--- config.mk ---
export PLATFORM = sky130hd
export DESIGN_NAME = latch_entropy_collector
export DESIGN_NICKNAME = d
export VERILOG_FILES = /design/src/rtl/lec_pkg.sv /design/src/rtl/lec_cmd_reg.sv /design/src/rtl/lec_xor_tree.sv /design/src/rtl/lec_cell_mux.sv /design/src/rtl/lec_capture.sv /design/src/rtl/latch_entropy_collector.sv
export SDC_FILE = /design/constraint.sdc
export NUM_CORES = 1
export LEC_CHECK = 0
export ABC_CLOCK_PERIOD_IN_PS = 5350
export BUFFER_PORTS_ARGS = -buffer_cell sky130_fd_sc_hd__buf_2
export CORE_MARGIN = 3
export CORE_UTILIZATION = 51
export CTS_CLUSTER_DIAMETER = 100
export CTS_CLUSTER_SIZE = 28
export DETAILED_ROUTE_END_ITERATION = 8
export GPL_ROUTABILITY_DRIVEN = 0
export PLACE_DENSITY_LB_ADDON = 0.15
export SKIP_LAST_GASP = 1
export SLEW_MARGIN = 20
export SYNTH_ARGS = -nofsm -noshare
export SYNTH_HDL_FRONTEND = slang
export SYNTH_HIERARCHICAL = 1
export SYNTH_SLANG_ARGS = --single-unit
--- constraint.sdc ---
create_clock -name clk -period 5.35 [get_ports clk]
set_clock_uncertainty 0.05 [all_clocks]
set_input_delay 1.605 -clock clk [delete_from_list [all_inputs] [get_ports clk]]
set_output_delay 1.605 -clock clk [all_outputs]
set_load 0.1 [all_outputs]
--- src/rtl/lec_pkg.sv ---
package lec_pkg;
  typedef enum logic {
    SRC_XOR  = 1'b0,
    SRC_CELL = 1'b1
  } src_sel_e;

  // Width of an index able to address n cells (at least 1 bit).
  function automatic int idx_width(input int n);
    return (n > 1) ? $clog2(n) : 1;
  endfunction

  // Number of halving levels in the reduction tree for n leaves.
  function automatic int tree_levels(input int n);
    return (n > 1) ? $clog2(n) : 0;
  endfunction
endpackage

--- src/rtl/lec_cmd_reg.sv ---
module lec_cmd_reg
  import lec_pkg::*;
#(
  parameter int IDX_W = 8,
  localparam int CMD_W = IDX_W + 2,
  localparam int MODE_POS = IDX_W,
  localparam int RUN_POS = IDX_W + 1
) (
  input  logic             clk,
  input  logic             rst_n,
  input  logic             we,
  input  logic [CMD_W-1:0] wdata,
  output logic [IDX_W-1:0] cell_idx,
  output src_sel_e         src_sel,
  output logic             run
);
  logic [CMD_W-1:0] cmd_q;

  always_ff @(posedge clk) begin
    if (!rst_n) begin
      cmd_q <= '0;
    end else if (we) begin
      cmd_q <= wdata;
    end
  end

  assign cell_idx = cmd_q[IDX_W-1:0];
  assign src_sel  = src_sel_e'(cmd_q[MODE_POS]);
  assign run      = cmd_q[RUN_POS];
endmodule

--- src/rtl/lec_xor_tree.sv ---
module lec_xor_tree
  import lec_pkg::*;
#(
  parameter int NUM_CELLS = 256,
  localparam int LEVELS = tree_levels(NUM_CELLS),
  localparam int PADDED = 1 << LEVELS
) (
  input  logic [NUM_CELLS-1:0] cells,
  output logic                 parity
);
  for (genvar l = 0; l <= LEVELS; l++) begin : g_lvl
    logic [(PADDED >> l)-1:0] v;
    if (l == 0) begin : g_leaf
      for (genvar j = 0; j < PADDED; j++) begin : g_in
        if (j < NUM_CELLS) begin : g_real
          assign v[j] = cells[j];
        end else begin : g_pad
          assign v[j] = 1'b0;
        end
      end
    end else begin : g_node
      for (genvar k = 0; k < (PADDED >> l); k++) begin : g_pair
        assign v[k] = g_lvl[l-1].v[2*k] ^ g_lvl[l-1].v[2*k+1];
      end
    end
  end

  assign parity = g_lvl[LEVELS].v[0];
endmodule

--- src/rtl/lec_cell_mux.sv ---
module lec_cell_mux
  import lec_pkg::*;
#(
  parameter int NUM_CELLS = 256,
  localparam int IDX_W = idx_width(NUM_CELLS),
  localparam int SPAN = 1 << IDX_W
) (
  input  logic [NUM_CELLS-1:0] cells,
  input  logic [IDX_W-1:0]     cell_idx,
  input  logic                 xor_bit,
  input  src_sel_e             src_sel,
  output logic                 raw_bit,
  output logic                 out_bit
);
  logic [SPAN-1:0] padded;

  if (SPAN == NUM_CELLS) begin : g_exact
    assign padded = cells;
  end else begin : g_pad
    assign padded = {{(SPAN-NUM_CELLS){1'b0}}, cells};
  end

  // Wide selector: one raw cell by index.
  assign raw_bit = padded[cell_idx];

  // Narrow selector: folded result or the raw cell.
  always_comb begin
    unique case (src_sel)
      SRC_CELL: out_bit = raw_bit;
      default:  out_bit = xor_bit;
    endcase
  end
endmodule

--- src/rtl/lec_capture.sv ---
module lec_capture (
  input  logic clk,
  input  logic rst_n,
  input  logic run,
  input  logic sample_en,
  input  logic src_bit,
  output logic rnd_bit,
  output logic rnd_valid,
  output logic armed,
  output logic take_sample,
  output logic drop_sample
);
  logic armed_q;
  logic bit_q;
  logic valid_q;

  assign take_sample = run && sample_en && armed_q;
  assign drop_sample = run && sample_en && !armed_q;

  always_ff @(posedge clk) begin
    if (!rst_n) begin
      armed_q <= 1'b0;
      bit_q   <= 1'b0;
      valid_q <= 1'b0;
    end else begin
      valid_q <= take_sample;
      if (take_sample) begin
        bit_q <= src_bit;
      end
      if (!run) begin
        armed_q <= 1'b0;
      end else if (drop_sample) begin
        armed_q <= 1'b1;
      end
    end
  end

  assign rnd_bit   = bit_q;
  assign rnd_valid = valid_q;
  assign armed     = armed_q;
endmodule

--- src/rtl/latch_entropy_collector.sv ---
module latch_entropy_collector
  import lec_pkg::*;
#(
  parameter int NUM_CELLS = 256,
  localparam int IDX_W = idx_width(NUM_CELLS),
  localparam int CMD_W = IDX_W + 2
) (
  input  logic                 clk,
  input  logic                 rst_n,
  input  logic [NUM_CELLS-1:0] cell_bits,
  input  logic                 sample_en,
  input  logic                 cmd_we,
  input  logic [CMD_W-1:0]     cmd_wdata,
  output logic                 rnd_bit,
  output logic                 rnd_valid,
  output logic                 excite_en
);
  logic [IDX_W-1:0] cmd_idx;
  src_sel_e         cmd_src;
  logic             cmd_run;
  logic             fold_bit;
  logic             raw_bit;
  logic             sel_bit;
  logic             armed;
  logic             take_sample;
  logic             drop_sample;

  lec_cmd_reg #(.IDX_W(IDX_W)) u_cmd (
    .clk      (clk),
    .rst_n    (rst_n),
    .we       (cmd_we),
    .wdata    (cmd_wdata),
    .cell_idx (cmd_idx),
    .src_sel  (cmd_src),
    .run      (cmd_run)
  );

  lec_xor_tree #(.NUM_CELLS(NUM_CELLS)) u_tree (
    .cells  (cell_bits),
    .parity (fold_bit)
  );

  lec_cell_mux #(.NUM_CELLS(NUM_CELLS)) u_mux (
    .cells    (cell_bits),
    .cell_idx (cmd_idx),
    .xor_bit  (fold_bit),
    .src_sel  (cmd_src),
    .raw_bit  (raw_bit),
    .out_bit  (sel_bit)
  );

  lec_capture u_cap (
    .clk         (clk),
    .rst_n       (rst_n),
    .run         (cmd_run),
    .sample_en   (sample_en),
    .src_bit     (sel_bit),
    .rnd_bit     (rnd_bit),
    .rnd_valid   (rnd_valid),
    .armed       (armed),
    .take_sample (take_sample),
    .drop_sample (drop_sample)
  );

  assign excite_en = cmd_run;
endmodule

# --- After elaboration in Yosys (flattened, before gate mapping) ---
# Index checks and enable logic that the tools add are counted.
word_totals:
  out_inout_bits: 3
  inputBits: 270
  reg_bits: 13
  elab_cells: 268
op_classes:
  n_mux: 3
  reduce_logical: 5
  magnitude_cmp: 1
  bitwise: 255
ops:
  columns: ["op", "count"]
  rows:
  - ["XOR 1 bit", 255]
  - ["less-than comparator 8 x 9 -> 1 bit (second input constant)", 1]
  - ["binary-select mux 1 bit (select 8 bit)", 1]
  - ["logical AND 1 bit", 3]
  - ["2-to-1 mux 1 bit", 2]
  - ["AND reduction 2 bit", 1]
  - ["logical NOT 1 bit", 1]

# --- Depth between registers and ports, before layout ---
# Gate-level depths: netlist of run 1.
logic_depth:
  word_depth: 9
  ltp_mapped: 13
  ltp_nobuf: 11

# --- Hierarchy ---
# Netlist of run 1, hierarchy kept.
modules_own_cells:
  columns: ["module", "seq_area_each_um2", "instances", "area_each_um2", "cells_per_inst"]
  rows:
  - ["lec_cell_mux", 0.0, 1, 2268.4, 195]
  - ["lec_xor_tree", 0.0, 1, 2233.4, 255]
  - ["lec_cmd_reg", 200.2, 1, 374.1, 31]
  - ["lec_capture", 60.1, 1, 113.9, 11]

# --- Worst setup path before layout of run 1 ---
# OpenSTA, ideal clock, no wires.
synth_timing:
  path_type: "input to register"
  startpoint: "in cell_bits[215]"
  endpoint: "reg u_cap.bit_q (netlist: u_cap/rnd_bit)"
  setup_time_ps: 120
  path_buffers: 0
  arrival_time_ps: 3317
  slack_ps: 1863
  path_stages: 9
  required_ps: 5180
  path_cell_list: "mux4_2 -> and2_1 -> a211o_1 -> a41o_1 -> o22a_1 -> o22a_1 -> mux2_4 -> nand2_1 -> mux2i_1"
synth_between:
  word_cells_on_any_way: 11
  classes_between: "mux: 3; bitwise: 8"
synth_lines:
  columns: ["item", "line", "rtl"]
  rows:
  - ["from (decl)", "latch_entropy_collector.sv:10", "input logic [NUM_CELLS-1:0] cell_bits,"]
  - ["binary-select mux 1 bit (select 8 bit)", "lec_cell_mux.sv:24", "assign raw_bit = padded[cell_idx];"]
  - ["2-to-1 mux 1 bit (not written as such)", "lec_cell_mux.sv:24", null]
  - ["via raw_bit", "latch_entropy_collector.sv:22", "logic raw_bit;"]
  - ["2-to-1 mux 1 bit", "lec_cell_mux.sv:28", "unique case (src_sel)"]
  - ["via sel_bit", "latch_entropy_collector.sv:23", "logic sel_bit;"]
  - ["to (signal assigned)", "lec_capture.sv:28", "bit_q <= src_bit;"]
  - ["to (decl)", "lec_capture.sv:14", "logic bit_q;"]
# The timed path passes the listed nets, and every way through them passes these cells. The select of a mux whose other input is x is not followed.
# A chain may end at the register's enable or synchronous reset.

# --- Worst setup path after layout of run 1 ---
layout_timing:
  startpoint: "in cell_bits[5]"
  endpoint: "reg u_cap.bit_q (netlist: u_cap/rnd_bit)"
# Same word-level chain as after synthesis.

==> flow_metrics.tcl, run 1 <==
set metrics [dict create \
    outcome "complete, no violations" \
    hold_class "reg2reg" \
    setup_slack_ns 1.793 \
    dpl_worst_slack_ns 1.577 \
    rsz0062_at_grt "no" \
    io_pins 273 \
    leakage_uw 0.002492 \
    setup_viol 0 \
    r2r-start "u_cmd/cmd_q[0]" \
    syn_area_per_cell_um2 10.17 \
    clk_pin_slew_ns 0.06 \
    dp_hpwl_um 13790 \
    yosysWarnings 6 \
    placed_area_um2 6359 \
    slew-limit-headroom 0.3083 \
    drive_gt1_frac 0.4569 \
    critical_path_required_ns 5.43 \
    first_global_vias 5130 \
    finalSetupTns_ns 0 \
    critical_path_class "in2reg" \
    worst_setup_path_start_kind "input pin" \
    worstSetupEndpointType "flop" \
    dieArea_um2 10990 \
    arrival_ns 3.64 \
    avgViaCountPerCell 5.489 \
    grt_pass1_wl_um 24850 \
    wl_per_cell_um 18.48 \
    synthCells 490 \
    vias 4781 \
    min_period_over_period 0.6648 \
    numCtsBuffers 3 \
    grt_usage 0.2776 \
    fin_nets 1013 \
    synth_nets 760 \
    instances_no_fill 871 \
    slowest_delay_ns 0.50 \
    initial_utilization 0.5316 \
    clock_sinks 13 \
    powerDensity_nw_per_um2 242.7 \
    drc_errors 0 \
    drv_cap 0 \
    dp_cells 867 \
    drt-initial-drc-count 243 \
    h-tree-depth 1 \
    cp_common_cell "o22a_1" \
    irDropWorstVdd_mv 0.2542 \
    holdCritStartpoint "u_cmd/cmd_q[9]" \
    timing.critical_path.buf_inv 1 \
    clock_latency_ns 0.24 \
    die_w_um 104.8 \
    tightest_slew_ns 1.038 \
    max_clock_freq_ghz 0.2812 \
    ctsHoldBuffers 0 \
    diodes 0 \
    ant_nets 0 \
    grt_max_degree 72 \
    drt-total-wl_um 16100 \
    core_area_um2 9371 \
    period_needed_ns 3.557 \
    drv_slew 0 \
    fillers 818 \
    finalInstanceArea_um2 6404 \
    clockRootBuffer "clkbuf_8" \
    post_cts_buffers 0 \
    crit_family "compound AO/OA/AOI/OAI gates" \
    postCtsResizedCells 0 \
    areaGrowthSynthToFinish_pct 28.53 \
    crit_fanout 2 \
    startpoint "cell_bits[5]" \
    cpMaxStageDelayCell "mux4_1" \
    die_h_um 104.8 \
    firstDrtPassIters 4 \
    antenna_found_initial 0 \
    row_count 35 \
    hold_slack_ns 0.4443 \
    grt-ovfl-total 0 \
    final-hold-violation-count 0 \
    path_cells "buf_2, mux4_1, a22oi_1, a211oi_1, a211o_1, o22a_1, o22a_1, mux2_4, nand2_1, mux2i_1" \
    syn-cell-area_um2 4982 \
    clockBufferDepth 2 \
    port_buffers 272 \
    cts_tree "done" \
]
==> placed cells by master (no fill, tap or decap), types with 2 or more instances in the layout <==
master	n
buf_2	272
xnor2_1	224
mux4_2	55
xor2_1	31
mux2i_1	30
nand2_1	18
nor2b_1	17
dfxtp_1	11
a22oi_1	10
nand3_1	9
nor2_1	6
o2111ai_1	5
nor3_1	4
mux4_1	4
clkbuf_8	3
buf_4	2
dfxtp_4	2
o21ai_0	2
and2_1	2
a21oi_1	2
a31oi_1	2
nand4_1	2
a311oi_1	2
a211oi_1	2
a211o_1	2
mux2_2	2
o22a_1	2
==> routing by layer <==
metal	vias up	track usage	share of wire	wire length [um]
li1	2272	-	-	-
met1	2269	0.3196	0.38	6052
met2	218	0.5325	0.54	8733
met3	22	0.04385	0.063	1010
met4	0	0.06467	0.019	300
met5	-	0	0	0
==> final cells by class <==
cell class | count | area, um^2 | share of cell area
Clock buffer | 4 | 45.04 | 0.007034
Inverter | 2 | 7.507 | 0.001172
Tap cell | 129 | 161.4 | 0.02521
Sequential cell | 13 | 267.8 | 0.04181
Timing Repair Buffer | 274 | 1376 | 0.2149
Multi-Input combinational cell | 449 | 4546 | 0.7098
==> worst reg2reg max path: cells and delay by family, from the launching register on <==
kind / cells / cell delay (ns)
mux: 5 / 1.19
flops: 1 / 0.84
compound gates: 3 / 0.65
buf+inv: 1 / 0.48
simple gates: 1 / 0.06
==> registers in the layout (all words and copies together), names as in the netlist <==
signal	count
u_cmd/cmd_q	10
u_cap/armed	1
u_cap/rnd_valid	1
u_cap/rnd_bit	1
==> stage by stage <==
stage	power [uW]	utilization
final	1554	0.6833
after global routing	1645	0.6833
after CTS	1557	0.6833
after detailed placement	1464	0.6785
after global placement	1448	0.6785
after floorplan	1180	-
==> final timing paths <==
| check | endpoint | slack (ns) | cells past startpoint |
|---|---|---|---|
| setup / recovery | u_cap/rnd_bit | 1.79 | 10 |
| setup reg to reg | u_cap/rnd_bit | 1.97 | 10 |
| hold / removal | u_cap/armed | 0.44 | 1 |
| hold reg to reg | u_cap/armed | 0.44 | 1 |
==> where the power goes <==
part | switching, uW | total [uW] | internal, uW
Combinational | 559 | 1330 | 774
Sequential | 32.4 | 134 | 102
Clock | 34.5 | 87.1 | 52.6
(Power assumes the default switching activity.)
==> run 2: changes to the inputs <==
Settings changed: ABC_CLOCK_PERIOD_IN_PS 5350 to 3300, CORE_UTILIZATION 51 to 47.
Clock period 5.35 ns to 3.3 ns, I/O delays scaled along.
==> flow_metrics.tcl, run 2 (synthesized netlist as in run 1, its figures left out) <==
set metrics [dict create \
    outcome "complete, no violations" \
    wl_per_cell_um 18.27 \
    die_h_um 109.0 \
    clk_pin_slew_ns 0.05 \
    core_area_um2 10040 \
    p_comb_frac 0.869 \
    slowest_delay_ns 0.74 \
    min_period_over_period 0.9046 \
    h-tree-depth 1 \
    layout_common_cells "buf_2 (272), xnor2_1 (224), mux4_2 (55)" \
    dpl_worst_slack_ns 0.1296 \
    port_buffers 272 \
    top_register "u_cmd/cmd_q" \
    clock_sinks 13 \
    leakage_uw 0.002550 \
    drv_cap 0 \
    slew-limit-headroom 0.5837 \
    grt_max_degree 40 \
    cts_tree "done" \
    postCtsResizedCells 0 \
    clock_latency_ns 0.24 \
    fillers 884 \
    first_global_vias 5136 \
    fin_nets 1023 \
    crit_fanout 34 \
    rsz0062_at_grt "no" \
    critical_path_required_ns 3.38 \
    dieArea_um2 11870 \
    vias 4823 \
    clockRootBuffer "clkbuf_8" \
    cpMaxStageDelayCell "dfxtp_4" \
    irDropWorstVdd_mv 0.4636 \
    dp_hpwl_um 14300 \
    layout_commonest_cell "buf_2" \
    finalSetupTns_ns 0 \
    antenna_found_initial 0 \
    io_pins 273 \
    grt_pass1_wl_um 24270 \
    row_count 36 \
    arrival_ns 3.06 \
    critical_path_class "reg2reg" \
    clockBufferDepth 2 \
    avgViaCountPerCell 5.450 \
    initial_utilization 0.4960 \
    setup_viol 0 \
    p_sw_uw 1023 \
    power_uw 2548 \
    die_w_um 109.0 \
    ant_nets 0 \
    cp_common_cell "nand2_1" \
    powerDensity_nw_per_um2 391.5 \
    diodes 0 \
    drt-total-wl_um 16170 \
    post_cts_buffers 0 \
    final-hold-violation-count 0 \
    p_int_uw 1526 \
    pwr-share-seq 0.076 \
    clkPwrFrac 0.055 \
    setup_slack_ns 0.3148 \
    finalInstanceArea_um2 6509 \
    largest_register_ffs 10 \
    grt_usage 0.2580 \
    power.switching_fraction 0.4013 \
    path_cells "buf_4, mux4_2, a221oi_1, nand2_1, o2111ai_1, o211ai_1, o22a_1, mux2_4, nand2_1, mux2i_1" \
    worst_setup_path_start_kind "flop" \
    drc_errors 0 \
    firstDrtPassIters 4 \
    period_needed_ns 2.985 \
    drt-initial-drc-count 235 \
    rrSetupSlack_ns 0.31 \
    numCtsBuffers 3 \
    ctsHoldBuffers 0 \
    max_clock_freq_ghz 0.3350 \
    placed_area_um2 6464 \
    drive_gt1_frac 0.4641 \
    grt-ovfl-total 0 \
    tightest_slew_ns 0.6245 \
    drv_slew 0 \
    areaGrowthSynthToFinish_pct 30.64 \
    hold_class "reg2reg" \
    worstSetupEndpointType "flop" \
]
-- run 2: per-stage QoR --
| stage | utilization | hold WS (ns) | std cells |
|---|---|---|---|
| after floorplan | - | 0.4231 | 490 |
| after global placement | 0.6435 | 0.4173 | 881 |
| after detailed placement | 0.6435 | 0.4222 | 881 |
| after CTS | 0.6480 | 0.4297 | 885 |
| after global routing | 0.6480 | 0.4762 | 885 |
| final | 0.6480 | 0.4382 | 885 |
-- run 2: layer usage --
layer | track usage | wire length [um] | vias to the layer above
li1 | - | - | 2292
met1 | 0.3161 | 6158 | 2287
met2 | 0.4798 | 8538 | 218
met3 | 0.03197 | 1207 | 26
met4 | 0.05681 | 267 | 0
met5 | 0 | 0 | -
-- run 2: power groups by stage --
| stage | sequential [uW] | clock (uW) | combinational (uW) |
|---|---|---|---|
| 6_report | 194 | 140 | 2210 |
| 5_1_grt | 197 | 153 | 2380 |
| 4_1_cts | 194 | 142 | 2220 |
| 3_5_place_dp | 198 | 0 | 2210 |
| 3_3_place_gp | 197 | 0 | 2180 |
| 2_1_floorplan | 182 | 0 | 1730 |
-- run 2: layout make-up --
cell class	instances	area [um^2]	share of cell area
multi-input cells	449	4546	0.6984
clock buffers	4	45.04	0.006920
flip-flops and latches	13	267.8	0.04114
well taps	133	166.4	0.02557
inverters	2	7.507	0.001153
repair buffers	284	1476	0.2268
-- run 2: worst paths after layout --
kind / from / to / depth (start not counted)
setup / recovery: u_cmd/cmd_q[0] / u_cap/rnd_bit / 10
hold / removal: u_cap/rnd_bit / u_cap/rnd_bit / 2
setup reg to reg: u_cmd/cmd_q[0] / u_cap/rnd_bit / 10
hold reg to reg: u_cap/rnd_bit / u_cap/rnd_bit / 2
-- run 2: worst max-delay path, delay by kind of cell, from the launching register on --
family | cells | cell delay (ns)
compound gates | 4 | 0.79
buf+inv | 1 | 0.26
simple gates | 2 | 0.16
flops | 1 | 0.74
mux | 3 | 0.86
==> run 3: changes to the inputs <==
Settings changed: BUFFER_PORTS_ARGS -buffer_cell sky130_fd_sc_hd__buf_2 to unset, CORE_AREA set to 3 3 105 107, CORE_MARGIN 3 to unset, CORE_UTILIZATION 47 to unset, DIE_AREA set to 0 0 108 110, DONT_BUFFER_PORTS set to 1, PLACE_DENSITY set to 0.66, PLACE_DENSITY_LB_ADDON 0.15 to unset.
==> flow_metrics.tcl, run 3 (synthesized netlist as in run 1, its figures left out) <==
set metrics [dict create \
    outcome "complete, no violations" \
    grt_pass1_wl_um 22310 \
    period_needed_ns 2.974 \
    setup_slack_ns 0.3260 \
    powerDensity_nw_per_um2 453.0 \
    firstDrtPassIters 4 \
    core_area_um2 10230 \
    slew-limit-headroom 0.3578 \
    cp_common_cell "nand2_1" \
    path_cells "buf_12, mux4_2, a221oi_1, nand2_1, o2111ai_1, o211ai_1, o22a_1, mux2_4, nand2_1, mux2i_1" \
    initial_utilization 0.4870 \
    placed_area_um2 5159 \
    die_h_um 110 \
    grt_max_degree 39 \
    critical_path_class "reg2reg" \
    vias 3749 \
    numCtsBuffers 3 \
    largest_register_ffs 10 \
    crit_family "multiplexers" \
    arrival_ns 3.05 \
    drive_gt1_frac 0.1725 \
    final-hold-violation-count 0 \
    drc_errors 0 \
    clock_latency_ns 0.24 \
    top_register "u_cmd/cmd_q" \
    crit_fanout 28 \
    die_w_um 108 \
    first_global_vias 4196 \
    clk_pin_slew_ns 0.05 \
    fin_nets 758 \
    ant_nets 0 \
    dp_hpwl_um 13410 \
    clock_sinks 13 \
    finalInstanceArea_um2 5204 \
    antenna_found_initial 0 \
    clockRootBuffer "clkbuf_8" \
    layout_common_cells "xnor2_1 (224), mux4_2 (55), xor2_1 (31)" \
    setup_viol 0 \
    slowest_delay_ns 0.60 \
    ctsHoldBuffers 0 \
    leakage_uw 0.001512 \
    wl_per_cell_um 24.45 \
    rrSetupSlack_ns 0.33 \
    multi_input_area_um2 4546 \
    max_clock_freq_ghz 0.3362 \
    fillers 930 \
    postCtsResizedCells 0 \
    h-tree-depth 1 \
    drv_cap 0 \
    cpMaxStageDelayCell "mux4_2" \
    min_period_over_period 0.9012 \
    diodes 0 \
    io_pins 273 \
    avgViaCountPerCell 6.018 \
    tightest_slew_ns 0.9620 \
    areaGrowthSynthToFinish_pct 4.445 \
    dieArea_um2 11880 \
    worst_setup_path_start_kind "flop" \
    critical_path_required_ns 3.38 \
    row_count 37 \
    drt-total-wl_um 15240 \
    grt-ovfl-total 0 \
    worstSetupEndpointType "flop" \
    irDropWorstVdd_mv 0.5045 \
    drv_slew 0 \
    clockBufferDepth 2 \
    port_buffers 0 \
    post_cts_buffers 0 \
    grt_usage 0.2421 \
    dpl_worst_slack_ns 0.2453 \
    timing.critical_path.buf_inv 1 \
    layout_commonest_cell "xnor2_1" \
    drt-initial-drc-count 138 \
    register_area_um2 267.8 \
    cts_tree "done" \
    hold_class "reg2reg" \
    finalSetupTns_ns 0 \
    rsz0062_at_grt "no" \
]
==> run 3: changes by cell type in the layout (fill, tap and decap cells not counted), sizes merged <==
cell and delta:
buf -265
==> run 3: area by class of cell <==
cell class,count,area share
sequential,13,0.05145
clock buffer,4,0.008656
timing repair buffer,19,0.03222
multi-input combinational,449,0.8735
tap,136,0.03270
inverter,2,0.001443
==> run 3: worst register-to-register path, cell delays in order (launching register included) <==
cell	delay (ns)
dfxtp_4	0.59
buf_12	0.30
mux4_2	0.61
a221oi_1	0.33
nand2_1	0.11
o2111ai_1	0.11
o211ai_1	0.14
o22a_1	0.26
mux2_4	0.26
nand2_1	0.05
mux2i_1	0.06
==> run 3: path summary, 6_finish.rpt <==
path                       start            end  cells past startpoint
setup / recovery  u_cmd/cmd_q[0]  u_cap/rnd_bit                     10
hold / removal       u_cap/armed    u_cap/armed                      1
setup reg to reg  u_cmd/cmd_q[0]  u_cap/rnd_bit                     10
hold reg to reg      u_cap/armed    u_cap/armed                      1
==> run 3: power by group <==
| part | total, uW | switching [uW] | internal [uW] |
|---|---|---|---|
| clock network | 141 | 55.3 | 85.2 |
| logic | 2020 | 849 | 1170 |
| registers | 194 | 29.0 | 165 |
| total | 2360 | 934 | 1420 |
==> run 3: metrics by stage <==
step                      std cells  hold WS (ns)  total power (uW)    util
after floorplan                 490        0.4231              1912       -
after global placement          619        0.4305              2197  0.5042
after detailed placement        619        0.4402              2211  0.5042
after CTS                       623        0.4527              2379  0.5086
after global routing            623        0.4749              2531  0.5086
final                           623        0.4512              2357  0.5086
==> run 3: routing by layer <==
| metal | vias up | share of wire | routed length [um] | global-route usage |
|---|---|---|---|---|
| li1 | 1758 | - | - | - |
| met1 | 1803 | 0.37 | 5609 | 0.2943 |
| met2 | 180 | 0.53 | 8098 | 0.4560 |
| met3 | 8 | 0.093 | 1419 | 0.04368 |
| met4 | 0 | 0.0070 | 106 | 0.03427 |
| met5 | - | 0 | 0 | 0 |
